[src/rtl/addr_xlate_pkg.sv]
package addr_xlate_pkg;
  localparam int MAX_PAGES = 512;
  localparam int ENTRY_W = $clog2(MAX_PAGES);

  // Decoded strobes from control to datapath
  typedef struct packed {
    logic               wrEn;
    logic               rdEn;
    logic               hiWord;
    logic               present;
    logic [ENTRY_W-1:0] entry;
    logic [3:0]         byteEn;
  } xlateStrobes_t;
endpackage

[src/rtl/addr_xlate_ctrl.sv]
module addr_xlate_ctrl
  import addr_xlate_pkg::*;
#(
  parameter int NUM_PAGES = 4
) (
  input  logic [9:0]    cfgWordAddr,
  input  logic          cfgWrEn,
  input  logic          cfgRdEn,
  input  logic [3:0]    cfgByteEn,
  output xlateStrobes_t strobes
);
  logic [ENTRY_W-1:0] entryIdx;

  assign entryIdx = cfgWordAddr[9:1];

  always_comb begin
    strobes.wrEn    = cfgWrEn;
    strobes.rdEn    = cfgRdEn;
    strobes.hiWord  = cfgWordAddr[0];
    strobes.present = (32'(entryIdx) < NUM_PAGES);
    strobes.entry   = entryIdx;
    strobes.byteEn  = cfgByteEn;
  end
endmodule

[src/rtl/addr_xlate_datapath.sv]
module addr_xlate_datapath
  import addr_xlate_pkg::*;
#(
  parameter int PAGE_SIZE = 4096,
  parameter int NUM_PAGES = 4,
  parameter bit BUS64     = 1'b1,
  parameter int IN_AW     = 32
) (
  input  logic             clk,
  input  logic             rstN,
  input  xlateStrobes_t    strobes,
  input  logic [31:0]      cfgWrData,
  output logic [31:0]      cfgRdData,
  input  logic [IN_AW-1:0] lkAddrIn,
  output logic [63:0]      lkAddrOut,
  output logic [1:0]       lkSpace
);
  localparam int PASS_BITS = $clog2(PAGE_SIZE);
  localparam int IDX_W = (NUM_PAGES > 1) ? $clog2(NUM_PAGES) : 1;
  localparam logic [63:0] ADDR_KEEP = ~((64'd1 << PASS_BITS) - 64'd1);
  localparam logic [31:0] LO_MASK = {ADDR_KEEP[31:2], 2'b11};
  localparam logic [31:0] HI_MASK = ADDR_KEEP[63:32];

  logic [31:0] loMem [NUM_PAGES];
  logic [31:0] hiMem [NUM_PAGES];
  logic [IDX_W-1:0] wrIdx;
  logic [IDX_W-1:0] lkIdx;
  logic [IN_AW-1:0] pageNum;
  logic [63:0] entryAddr;
  logic doWrite;

  assign wrIdx   = IDX_W'(strobes.entry);
  assign doWrite = strobes.wrEn && strobes.present;

  // Low words always exist
  always_ff @(posedge clk) begin
    if (!rstN) begin
      for (int e = 0; e < NUM_PAGES; e++) loMem[e] <= '0;
    end else if (doWrite && !strobes.hiWord) begin
      for (int b = 0; b < 4; b++)
        if (strobes.byteEn[b])
          loMem[wrIdx][b*8 +: 8] <= cfgWrData[b*8 +: 8] & LO_MASK[b*8 +: 8];
    end
  end

  // High words only for a 64-bit target
  generate
    if (BUS64) begin : gHiStore
      always_ff @(posedge clk) begin
        if (!rstN) begin
          for (int e = 0; e < NUM_PAGES; e++) hiMem[e] <= '0;
        end else if (doWrite && strobes.hiWord) begin
          for (int b = 0; b < 4; b++)
            if (strobes.byteEn[b])
              hiMem[wrIdx][b*8 +: 8] <= cfgWrData[b*8 +: 8] & HI_MASK[b*8 +: 8];
        end
      end
    end else begin : gHiZero
      always_comb begin
        for (int e = 0; e < NUM_PAGES; e++) hiMem[e] = '0;
      end
    end
  endgenerate

  // Registered read-back
  always_ff @(posedge clk) begin
    if (!rstN) begin
      cfgRdData <= '0;
    end else if (strobes.rdEn) begin
      if (!strobes.present)    cfgRdData <= '0;
      else if (strobes.hiWord) cfgRdData <= hiMem[wrIdx];
      else                     cfgRdData <= loMem[wrIdx];
    end
  end

  // Combinational lookup
  assign pageNum   = lkAddrIn >> PASS_BITS;
  assign lkIdx     = IDX_W'(pageNum % NUM_PAGES);
  assign entryAddr = {hiMem[lkIdx], loMem[lkIdx]};
  assign lkAddrOut = (entryAddr & ADDR_KEEP) | (64'(lkAddrIn) & ~ADDR_KEEP);
  assign lkSpace   = loMem[lkIdx][1:0];
endmodule

[src/rtl/addr_xlate_table.sv]
module addr_xlate_table
  import addr_xlate_pkg::*;
#(
  parameter int PAGE_SIZE = 4096,
  parameter int NUM_PAGES = 4,
  parameter bit BUS64     = 1'b1,
  parameter int IN_AW     = 32
) (
  input  logic             clk,
  input  logic             rstN,
  input  logic [9:0]       cfgWordAddr,
  input  logic             cfgWrEn,
  input  logic [3:0]       cfgByteEn,
  input  logic [31:0]      cfgWrData,
  input  logic             cfgRdEn,
  output logic [31:0]      cfgRdData,
  input  logic [IN_AW-1:0] lkAddrIn,
  output logic [63:0]      lkAddrOut,
  output logic [1:0]       lkSpace
);
  xlateStrobes_t strobes;

  addr_xlate_ctrl #(.NUM_PAGES(NUM_PAGES)) ctrl (
    .cfgWordAddr(cfgWordAddr),
    .cfgWrEn    (cfgWrEn),
    .cfgRdEn    (cfgRdEn),
    .cfgByteEn  (cfgByteEn),
    .strobes    (strobes)
  );

  addr_xlate_datapath #(
    .PAGE_SIZE(PAGE_SIZE),
    .NUM_PAGES(NUM_PAGES),
    .BUS64    (BUS64),
    .IN_AW    (IN_AW)
  ) dp (
    .clk      (clk),
    .rstN     (rstN),
    .strobes  (strobes),
    .cfgWrData(cfgWrData),
    .cfgRdData(cfgRdData),
    .lkAddrIn (lkAddrIn),
    .lkAddrOut(lkAddrOut),
    .lkSpace  (lkSpace)
  );
endmodule

[config.mk]
export PLATFORM = sky130hd
export DESIGN_NAME = addr_xlate_table
export DESIGN_NICKNAME = d
export VERILOG_FILES = /design/src/rtl/addr_xlate_pkg.sv /design/src/rtl/addr_xlate_ctrl.sv /design/src/rtl/addr_xlate_datapath.sv /design/src/rtl/addr_xlate_table.sv
export SDC_FILE = /design/constraint.sdc
export NUM_CORES = 1
export LEC_CHECK = 0
export CORE_ASPECT_RATIO = 1.2
export CORE_MARGIN = 2
export CORE_UTILIZATION = 31
export DETAILED_ROUTE_END_ITERATION = 8
export PLACE_DENSITY_LB_ADDON = 0.12
export RECOVER_POWER = 25
export SLEW_MARGIN = 20
export SYNTH_ARGS = -nofsm -noshare
export SYNTH_HDL_FRONTEND = slang
export SYNTH_SLANG_ARGS = --single-unit
[constraint.sdc]
create_clock -name clk -period 5.45 [get_ports clk]
set_input_delay 1.09 -clock clk [delete_from_list [all_inputs] [get_ports clk]]
set_output_delay 1.09 -clock clk [all_outputs]
set_load 0.05 [all_outputs]
; Word level (Yosys, flattened, before mapping)
; Memory sizes are Yosys's and may differ from the RTL's.
; Index checks and enable logic that the tools add are counted.
[totals]
mem_bits_ro = 0
inputBits = 82
ramBits = 216
latchBits = 0
mem_count = 2
regBits = 32
word_cells = 48
[op_classes]
n_mux = 37
shifts = 0
eq_ne = 0
n_reduce_logical = 6
div = 0
mul = 0
n_addsub = 0
bitwise = 1
magnitude_cmp = 1
[mem_list]
columns = memory, depth, word_bits, read_ports, rd_clocked_by_memory_dff, write_ports, line_no
row1 = dp.hiMem, 4, 32, 2, 0, 4, addr_xlate_datapath.sv:25  ; logic [31:0] hiMem [NUM_PAGES];
row2 = dp.loMem, 4, 22, 2, 0, 4, addr_xlate_datapath.sv:24  ; logic [31:0] loMem [NUM_PAGES];
[ops]
columns = cell, count
row1 = 32-bit 2-to-1 mux, 3
row2 = 64-bit by 12-bit bitwise OR with 64-bit output, 1
row3 = 32-bit OR reduction, 1
row4 = 1-bit 2-to-1 mux, 29
row5 = 22-bit 2-to-1 mux, 1
row6 = 22-bit OR reduction, 1
row7 = 9-bit by 3-bit < comparator with 1-bit output (second input constant), 1
row8 = 4-bit 2-to-1 mux, 2
row9 = 2-bit 2-to-1 mux, 2
row10 = 1-bit logical AND, 3
row11 = 1-bit zero test, 1

; Logic depth before layout (Yosys ltp)
; Gate-level depths: netlist of run 1.
[depth]
depth_word = 8
depth_mapped = 7
depth_no_buf = 4

; Cells and area by module
; A second synthesis of run 1 with hierarchy kept.
[unflattened]
hier_cells = 882
hier_area_um2 = 12156.7
[by_module_without_submodules]
columns = mod, n_inst, area_each_um2, cells_each
row1 = addr_xlate_datapath, 1, 12016.5, 864
row2 = addr_xlate_ctrl, 1, 140.1, 18

; Least setup slack after synthesis of run 1
; Ideal clock, no wire load.
[synth_path]
kind = input to output
startpoint = input port lkAddrIn[12]
endpoint = output port lkAddrOut[12]
setup_slack_ns = 1.640
t_arrival_ns = 2.720
path_stages = 3
n_path_buf = 2
t_required_ns = 4.360
cell_sequence = clkbuf_1 -> clkbuf_1 -> mux4_2
[synth_via]
elab_chain_cells = 2
[synth_lines]
columns = item, line_no
row1 = from (decl), addr_xlate_table.sv:17  ; input logic [IN_AW-1:0] lkAddrIn,
row2 = memory 4 x 22 bit, n/a
row3 = 64-bit by 12-bit bitwise OR with 64-bit output, addr_xlate_datapath.sv:80  ; assign lkAddrOut = (entryAddr & ADDR_KEEP) | (64'(lkAddrIn) & ~ADDR_KEEP);
row4 = to (decl), addr_xlate_table.sv:18  ; output logic [63:0] lkAddrOut,
; Every way passes these cells.

==> results of run 1 <==
## layout by cell type, fill, tap and decap left out, types with 5 or more instances in the layout
cell / count
mux4_2: 108
clkdlybuf4s50_1: 96
and2_1: 96
o22ai_1: 10
nand3_1: 7
and2_0: 16
dfxtp_1: 32
nand2_1: 37
nor2_1: 98
and3_1: 25
clkbuf_8: 5
clkbuf_1: 8
o31ai_1: 7
a22o_1: 22
edfxtp_1: 216
buf_4: 39
clkbuf_16: 29
o21ai_0: 23
mux2_2: 22
inv_1: 24
dlygate4sd3_1: 35
clkinv_2: 6
## flip-flops by register name (all words and copies together), names as in the netlist
| register | flops |
|---|---|
| dp.loMem | 88 |
| dp.hiMem | 128 |
| dp.cfgRdData | 32 |
## layer usage
metal,up-vias,part of all wire,wire length [µm]
met1,3894,0.42,15400
li1,3493,-,-
met2,216,0.51,18700
met3,52,0.051,1870
met4,0,0.024,878
met5,-,0,0
## per-stage QoR
| stage | util | area (µm²) |
|---|---|---|
| 5_1_grt | 0.392 | 15200 |
| 3_3_place_gp | 0.368 | 14300 |
| 6_report | 0.393 | 15200 |
| 3_5_place_dp | 0.368 | 14300 |
| 2_1_floorplan | - | 12200 |
| 4_1_cts | 0.394 | 15300 |
## logic make-up after synthesis
family / share of synthesized area
muxes: 0.220
and+or+nand+nor: 0.126
AOI/OAI and AO/OA: 0.0373
buffers and inverters: 0.0322
DFF: 0.584
## path summary, 6_finish.rpt
kind,end,slack [ns],cells past startpoint
setup / recovery,dp.hiMem[2][8],0.92,7
hold / removal,dp.cfgRdData[20],0.47,1
setup reg to reg,dp.cfgRdData[1],3.96,3
hold reg to reg,dp.cfgRdData[20],0.47,1
## worst max-delay path, delay by kind of cell
family	cells	cell delay, ns
AND/OR/NAND/NOR	3	2.27
AO/OA/AOI/OAI	1	0.25
buffers and inverters	3	1.18
## power by group
| part | total (µW) | internal [µW] | switching, µW |
|---|---|---|---|
| registers | 2180 | 2140 | 42.7 |
| logic | 648 | 270 | 377 |
| clock network | 2010 | 1190 | 818 |
| total | 4840 | 3600 | 1240 |
## layout make-up
cell class,count,area share
clock buffers,37,0.0530
well taps,526,0.0433
diodes,1,0.000165
repair buffers,181,0.111
clock inverters,17,0.0118
inverters,24,0.00592
flip-flops and latches,248,0.469
multi-input cells,495,0.307
==> results.ini, run 1 <==
[timing]
tns_ns = 0
fin_crit_ns = 4.53
worst_pin_slew_ns = 2.59
skew_ns = 0.00895
setup_viol = 0
fmax_ghz = 0.221
drv_slew = 47
slew_headroom = -0.732
whs_ns = 0.471
finalWorstSetupSlack_ns = 0.921
rsz0062_at_grt = no
fin_crit_sh = 0.831
final-hold-violation-count = 0

[final_layout]
multiInputGateArea_um2 = 4660
area_growth_syn_to_layout_pct = 24.7
n_fill_cell = 3750
finalNetCount = 1061
drive_gt1_frac = 0.227
regArea_um2 = 7130
fin_cells = 1529

[global_route]
grt_pass1_wl_um = 55000
grt_antenna_before_repair = 1
grt_max_degree = 56
track_usage = 0.183
grt.busiest_layer = met2
grt_pass1_vias = 8247
gr-total-overflow = 0
use_met1 = 0.238
met2_usage = 0.318
use_met3 = 0.0293

[floorplan]
io_pins = 180
start_util = 0.315
rows = 79
core_um2 = 38700
die-area_um2 = 41000
die_y_um = 221
dieWidth_um = 185

[power_and_ir_drop]
p_per_area_nw_per_um2 = 318
peakVddDrop_v = 0.000203
p_total_uw = 4840
p_leak_uw = 0.00530

[placement]
port_buffers = 137
dpl.hpwl_um = 24500
gp_congestion = 0.732
dpl_worst_slack_ns = 1.04
dp.cells = 1474

[clock_network]
cts_tree = done
cts_max_level = 1
cts_root_buf = clkbuf_16
clkTransAtPathRegs_ns = 0.06
cts_setup_buffers = 0
postCtsHoldBufs = 0
cts_resized = 0
cts.sinks = 248
clk_latency_ns = 0.56
clk_path_buf_depth = 3
numCtsBuffers = 29

[worst_setup_path]
endpoint_kind = register
cp-startpoint = cfgWordAddr[6]
cp_data_arrival_time_ns = 4.80
rr_startpoint = dp.loMem[1][1]
cp_common_cell = buf_4
cp.required_ns = 5.72
path_max_fanout = 19
criticalPathCategory = in -> reg
path_cells = dlygate4sd3_1 -> or4_1 -> nor4_1 -> nand2_1 -> buf_4 -> o21ai_0 -> buf_4
cp_slowest_cell = nor4_1
critPathMaxStageDelay_ns = 0.92
startpoint_type = primary input

[synth]
synth-edff-count = 216
ys_seq_elements = 248
synth_area_leaders = edfxtp_1, mux4_2, and2_1, dfxtp_1, nor2_1
synthTopCellsByCount = edfxtp_1, and2_1, mux4_2
synth_seq_area_share = 0.584
async_flop_share = 0
synthCells = 835
syn_area_um2 = 12200
yosys_warnings = 0
synth-main-ff-cell = edfxtp_1
avgSynthCellArea_um2 = 14.6
yosys.area.top_type_share = 0.532
syn_nets = 917
synth_top_area_cell = edfxtp_1
synth_cell_type_count = 31
yosysMostFrequentCell = edfxtp_1

[detailed_routing]
routedWlPerCell_um = 24.1
remaining_drc_errors = 0
vias = 7655
via_per_inst = 5.01
firstDrtPassIters = 5
ant_nets = 0
initialDrtViolationCount = 508
routed_wl_um = 36800

[run]
cap_violations = 2

[outcome]
failed_checks = max-capacitance violations, max-slew violations
status = finished with violations

[min_path]
hold_path_class = reg -> reg
min_from = dp.cfgRdData[20]

Note: power is estimated with default switching activity, not from simulation.
==> inputs of run 2 (changes only) <==
Clock period 5.45 ns to 4.3 ns, I/O delays scaled along.
==> run 2 against run 1 <==
Effect of this change: the flow now finishes without violations; combinational power up 28%; non-clock buffer count up 21; cell count rose by 1.2%; register-to-register slack got worse by 1.2 ns; core utilization rose by 0.22 points; total power rose by 25%; clock power grew 21%; largest cell class unchanged; highest routed layer unchanged.
==> results.ini, run 2 (synthesized netlist as in run 1, its figures left out) <==
[outcome]
status = finished clean

[placement]
dpl.hpwl_um = 24600  ; +0.52%
port_buffers = 137  ; unchanged
place_area_um2 = 14400  ; +1.2%
gp_congestion = 0.763  ; +4.4%

[floorplan]
die_y_um = 221  ; unchanged
die-area_um2 = 41000  ; unchanged
io_pins = 180  ; unchanged
core_um2 = 38700  ; unchanged
start_util = 0.315  ; unchanged
dieWidth_um = 185  ; unchanged
rows = 79  ; unchanged

[detailed_routing]
routed_wl_um = 37200  ; +1.2%
routed-wl-met3_um = 1630  ; -13%
firstDrtPassIters = 5  ; unchanged
via_per_inst = 5.03  ; +0.41%
remaining_drc_errors = 0  ; unchanged
dr.max_layer_used = met4
ant_nets = 0  ; unchanged
wl_met2_um = 18900  ; +1.1%
routedWlPerCell_um = 24.1  ; about the same
vias = 7777  ; +1.6%
initialDrtViolationCount = 710  ; +40%
drt-met1-wl_um = 15900  ; +3.5%

[final_layout]
area_growth_syn_to_layout_pct = 25.4
n_fill_cell = 3716  ; -0.91%
finalNetCount = 1081  ; +1.9%
drive_gt1_frac = 0.222  ; -0.00422
regArea_um2 = 7130  ; unchanged
final_area_um2 = 15300  ; +0.57%
layout_common_cells = edfxtp_1, clkdlybuf4s50_1, mux4_2, nor2_1, and2_1
n_antenna_cell = 0  ; -1
largest_reg_flops = 128  ; unchanged
largest-register = dp.hiMem
layout_commonest_cell = edfxtp_1
multiInputGateArea_um2 = 4680  ; +0.38%
top_regs = dp.hiMem x128, dp.loMem x88, dp.cfgRdData x32

[clock_network]
cts_tree = done
cts_resized = 0  ; unchanged
cts_max_level = 1  ; unchanged
cts_root_buf = clkbuf_16
clk_path_buf_depth = 3  ; unchanged
numCtsBuffers = 28  ; -3.4%
cts_setup_buffers = 0  ; unchanged
clk_latency_ns = 0.55  ; about the same
clkTransAtPathRegs_ns = 0.06  ; about the same
postCtsHoldBufs = 0  ; unchanged
cts.sinks = 248  ; unchanged

[global_route]
gr-total-overflow = 0  ; unchanged
grt_antenna_before_repair = 1  ; unchanged
track_usage = 0.183  ; -0.000545
grt_pass1_vias = 8168  ; -0.96%
grt_max_degree = 56  ; unchanged
grt_pass1_wl_um = 54700  ; -0.61%

[timing]
slew_headroom = 0.199  ; +0.931
rsz0062_at_grt = no
setup_viol = 0  ; unchanged
fin_crit_sh = 0.839
fin_crit_ns = 3.61
worst_pin_slew_ns = 1.20  ; -1.39 ns
final-hold-violation-count = 0  ; unchanged
skew_ns = 0.00646  ; -0.00249 ns
tns_ns = 0  ; unchanged
fmax_ghz = 0.277
drv_slew = 0  ; -100%

[worst_setup_path]
cp.required_ns = 4.52  ; -1.20 ns
cp-startpoint = cfgWordAddr[6]
cp_data_arrival_time_ns = 3.82  ; -0.98 ns
path_max_fanout = 13  ; -6
endpoint_kind = register
rr_startpoint = dp.loMem[1][1]
regToRegEndpoint = dp.cfgRdData[1]
crit_path_end = dp.loMem[1][0]
criticalPathCategory = in -> reg
worst-r2r-cell-count = 3  ; unchanged
rrSetupSlack_ns = 2.78  ; -1.18 ns
startpoint_type = primary input

[power_and_ir_drop]
p_per_area_nw_per_um2 = 395  ; +24%
p_leak_uw = 0.00521  ; -1.8%
peakVddDrop_v = 0.000288  ; +42%

[min_path]
hold_path_class = reg -> reg

[run]
cap_violations = 0  ; -2

run 2: power breakdown:
| group | total (µW) | internal [µW] | leakage, µW | switching [µW] |
|---|---|---|---|---|
| Clock | 2440 | 1450 | 0.000452 | 989 |
| Sequential | 2770 | 2720 | 0.00231 | 54.0 |
| Combinational | 831 | 347 | 0.00245 | 484 |
run 2: layer usage:
| layer | GRT usage | up-vias |
|---|---|---|
| li1 | - | 3521 |
| met1 | 0.239 | 3994 |
| met2 | 0.318 | 216 |
| met3 | 0.0247 | 46 |
| met4 | 0.0479 | 0 |
| met5 | 0 | - |
run 2: critical path: stages:
cell and delay [ns]:
dlygate4sd3_1 0.55, or4_1 0.70, nor4_1 0.40, clkbuf_1 0.76
nand2_1 0.18, o21ai_0 0.36
run 2: through the flow:
stage | hold WS [ns] | util | cells | setup WS [ns] | power [µW]
5_1_grt | 0.492 | 0.395 | 1547 | 0.565 | 6240
4_1_cts | 0.481 | 0.396 | 1547 | 0.781 | 6120
6_report | 0.474 | 0.395 | 1547 | 0.694 | 6040
2_1_floorplan | 0.767 | - | 835 | 0.950 | 3350
3_3_place_gp | 0.462 | 0.372 | 1495 | 0.382 | 3670
3_5_place_dp | 0.466 | 0.372 | 1495 | 0.343 | 3670
run 2: worst min path at each step:
stage	startpoint	depth (start not counted)	endpoint	slack [ns]
3_5_place_dp	dp.cfgRdData[30]	1	dp.cfgRdData[30]	0.47
6_report	dp.cfgRdData[18]	1	dp.cfgRdData[18]	0.47
2_1_floorplan	dp.cfgRdData[1]	1	dp.cfgRdData[1]	0.77
3_3_place_gp	dp.cfgRdData[20]	1	dp.cfgRdData[20]	0.46
5_1_grt	dp.cfgRdData[16]	1	dp.cfgRdData[16]	0.49
4_1_cts	dp.cfgRdData[18]	1	dp.cfgRdData[18]	0.48
run 2: area by class of cell:
class | count | share of cell area
Clock inverter | 12 | 0.00884
Sequential cell | 248 | 0.466
Inverter | 24 | 0.00589
Timing Repair Buffer | 202 | 0.119
Clock buffer | 40 | 0.0515
Tap cell | 526 | 0.0430
Multi-Input combinational cell | 495 | 0.306
==> inputs of run 3 (changes only) <==
Clock period 4.3 ns to 3.4 ns, I/O delays scaled along.
==> run 3 against run 2 <==
Effect of this change: global-route usage hardly changed; routed wire length fell by 0.99%; combinational power increased by 24%; design area down 0.49%; flip-flop and latch count unchanged; core utilization fell by 0.19 points; first-iteration DRC count down 24%; sequential share of layout area rose by 0.23 points; clock power rose by 21%; clock-buffer cell count rose by 1; die area did not move; worst hold slack better by 0.0013 ns; critical path type unchanged; highest routed layer unchanged.
==> results.ini, run 3 (synthesized netlist as in run 1, its figures left out) <==
[worst_setup_path]
endpoint_kind = register
criticalPathCategory = in -> reg
startpoint_type = primary input
rr_startpoint = dp.loMem[0][1]
path_max_fanout = 5  ; -8
path_cells = dlygate4sd3_1 -> or4_1 -> clkbuf_1 -> nor2_1 -> nand3_1 -> o31ai_1 -> buf_4
cp-startpoint = cfgWordAddr[6]
cp_slowest_cell = or4_1
cp.required_ns = 3.67  ; -0.85 ns
critPathMaxStageDelay_ns = 0.65  ; -0.11 ns
rrSetupSlack_ns = 1.89  ; -0.89 ns
regToRegEndpoint = dp.cfgRdData[1]
cp_data_arrival_time_ns = 3.20  ; -0.62 ns
worst-r2r-cell-count = 3  ; unchanged

[power_and_ir_drop]
clkPwrFrac = 0.395  ; -0.009
p_per_area_nw_per_um2 = 493  ; +25%
p_int_uw = 5580  ; +24%
p_leak_uw = 0.00531  ; +2.0%
power.share.sequential = 0.467  ; +0.008
p_total_uw = 7500  ; +24%
peakVddDrop_v = 0.000299  ; +3.7%
pwr-share-comb = 0.137  ; about the same
switching_share = 0.256  ; +0.00305
p_sw_uw = 1920  ; +26%

[detailed_routing]
remaining_drc_errors = 0  ; unchanged
firstDrtPassIters = 5  ; unchanged
ant_nets = 0  ; unchanged
initialDrtViolationCount = 543  ; -24%
routed_wl_um = 36900  ; -0.99%
vias = 7754  ; -0.30%
routedWlPerCell_um = 23.6  ; -2.0%
via_per_inst = 4.96  ; -1.3%

[final_layout]
layout_commonest_cell = edfxtp_1
largest_reg_flops = 128  ; unchanged
largest-register = dp.hiMem
area_growth_syn_to_layout_pct = 24.8
finalNetCount = 1095  ; +1.3%
layout_common_cells = edfxtp_1, buf_4, mux4_2, nor2_1, and2_1
top_regs = dp.hiMem x128, dp.loMem x88, dp.cfgRdData x32
fin_cells = 1563  ; +1.0%
drive_gt1_frac = 0.282  ; +0.0598

[floorplan]
rows = 79  ; unchanged
core_um2 = 38700  ; unchanged
die-area_um2 = 41000  ; unchanged
die_y_um = 221  ; unchanged
start_util = 0.315  ; unchanged
dieWidth_um = 185  ; unchanged
io_pins = 180  ; unchanged

[clock_network]
cts_max_level = 1  ; unchanged
clk_path_buf_depth = 3  ; unchanged
numCtsBuffers = 29  ; +3.6%
cts_root_buf = clkbuf_16
cts_tree = done
clkTransAtPathRegs_ns = 0.06  ; about the same
clk_latency_ns = 0.56  ; about the same
cts_resized = 0  ; unchanged
postCtsHoldBufs = 0  ; unchanged
cts.sinks = 248  ; unchanged
cts_setup_buffers = 0  ; unchanged

[timing]
fin_crit_ns = 2.93
fmax_ghz = 0.341
drv_slew = 0  ; unchanged
setup_viol = 0  ; unchanged
rsz0062_at_grt = no
skew_ns = 0.0103  ; +0.00383 ns
tns_ns = 0  ; unchanged
slew_headroom = 0.0130  ; -0.186
fin_crit_sh = 0.863
final-hold-violation-count = 0  ; unchanged
worst_pin_slew_ns = 1.48  ; +0.279 ns

[run]
cap_violations = 0  ; unchanged

[global_route]
grt_antenna_before_repair = 2  ; +1
track_usage = 0.183  ; -0.000372
gr-total-overflow = 0  ; unchanged
grt_pass1_vias = 8223  ; +0.67%
grt_max_degree = 56  ; unchanged
grt_pass1_wl_um = 54600  ; about the same

[outcome]
status = finished clean

[min_path]
min_from = dp.cfgRdData[18]
hold_path_class = reg -> reg
hold_depth = 1  ; unchanged
hold_end = dp.cfgRdData[18]

[placement]
dp.cells = 1508  ; +0.87%
gp_congestion = 0.742  ; -2.8%
dpl.hpwl_um = 24700  ; +0.64%
port_buffers = 137  ; unchanged

run 3: changes by cell type in the layout (fill, tap and decap cells not counted), sizes merged:
cell,previous run,this run
buf,56,117
bufinv,3,2
clkbuf,55,62
clkdlybuf4s50,130,75
clkinv,8,9
clkinvlp,1,0
diode,0,2
dlygate4sd3,1,2
inv,24,25
run 3: how the worst max path moves through the flow:
stage | end | depth (start not counted)
floorplan | dp.hiMem[0][16] | 5
global placement | dp.hiMem[3][19] | 6
detailed placement | dp.hiMem[3][19] | 6
CTS | dp.hiMem[3][26] | 7
global route | dp.loMem[3][16] | 6
finish | dp.hiMem[3][26] | 7
run 3: metrics by stage:
stage	hold slack, ns	setup slack (ns)	area, µm²	utilization
2_1_floorplan	0.767	0.308	12200	-
3_3_place_gp	0.461	0.0312	14400	0.372
3_5_place_dp	0.465	0.0206	14400	0.372
4_1_cts	0.481	0.600	15300	0.395
5_1_grt	0.493	0.337	15200	0.393
6_report	0.476	0.466	15200	0.393
run 3: metal layers:
metal / GRT usage / vias to the layer above / part of all wire
li1: - / 3544 / -
met1: 0.237 / 3924 / 0.41
met2: 0.314 / 236 / 0.51
met3: 0.0301 / 50 / 0.054
met4: 0.0507 / 0 / 0.022
met5: 0 / - / 0
run 3: layout make-up:
class	count	area [µm²]
flip-flops and latches	248	7130
inverters	24	90.1
fillers	3704	23500
repair buffers	215	1770
multi-input cells	495	4690
diodes	2	5.00
clock inverters	12	109
clock buffers	41	771
well taps	526	658
run 3: critical path, delay by kind of cell:
family	cells	cell delay, ns
buffers and inverters	3	1.00
AND/OR/NAND/NOR	3	1.03
AO/OA/AOI/OAI	1	0.50
run 3: power by group through the flow:
stage               combinational, µW  clock [µW]  sequential (µW)
global placement                 1050           0             3570
finish                           1030        2960             3500
global route                     1090        3140             3520
floorplan                         702           0             3540
CTS                              1060        3030             3500
detailed placement               1050           0             3570
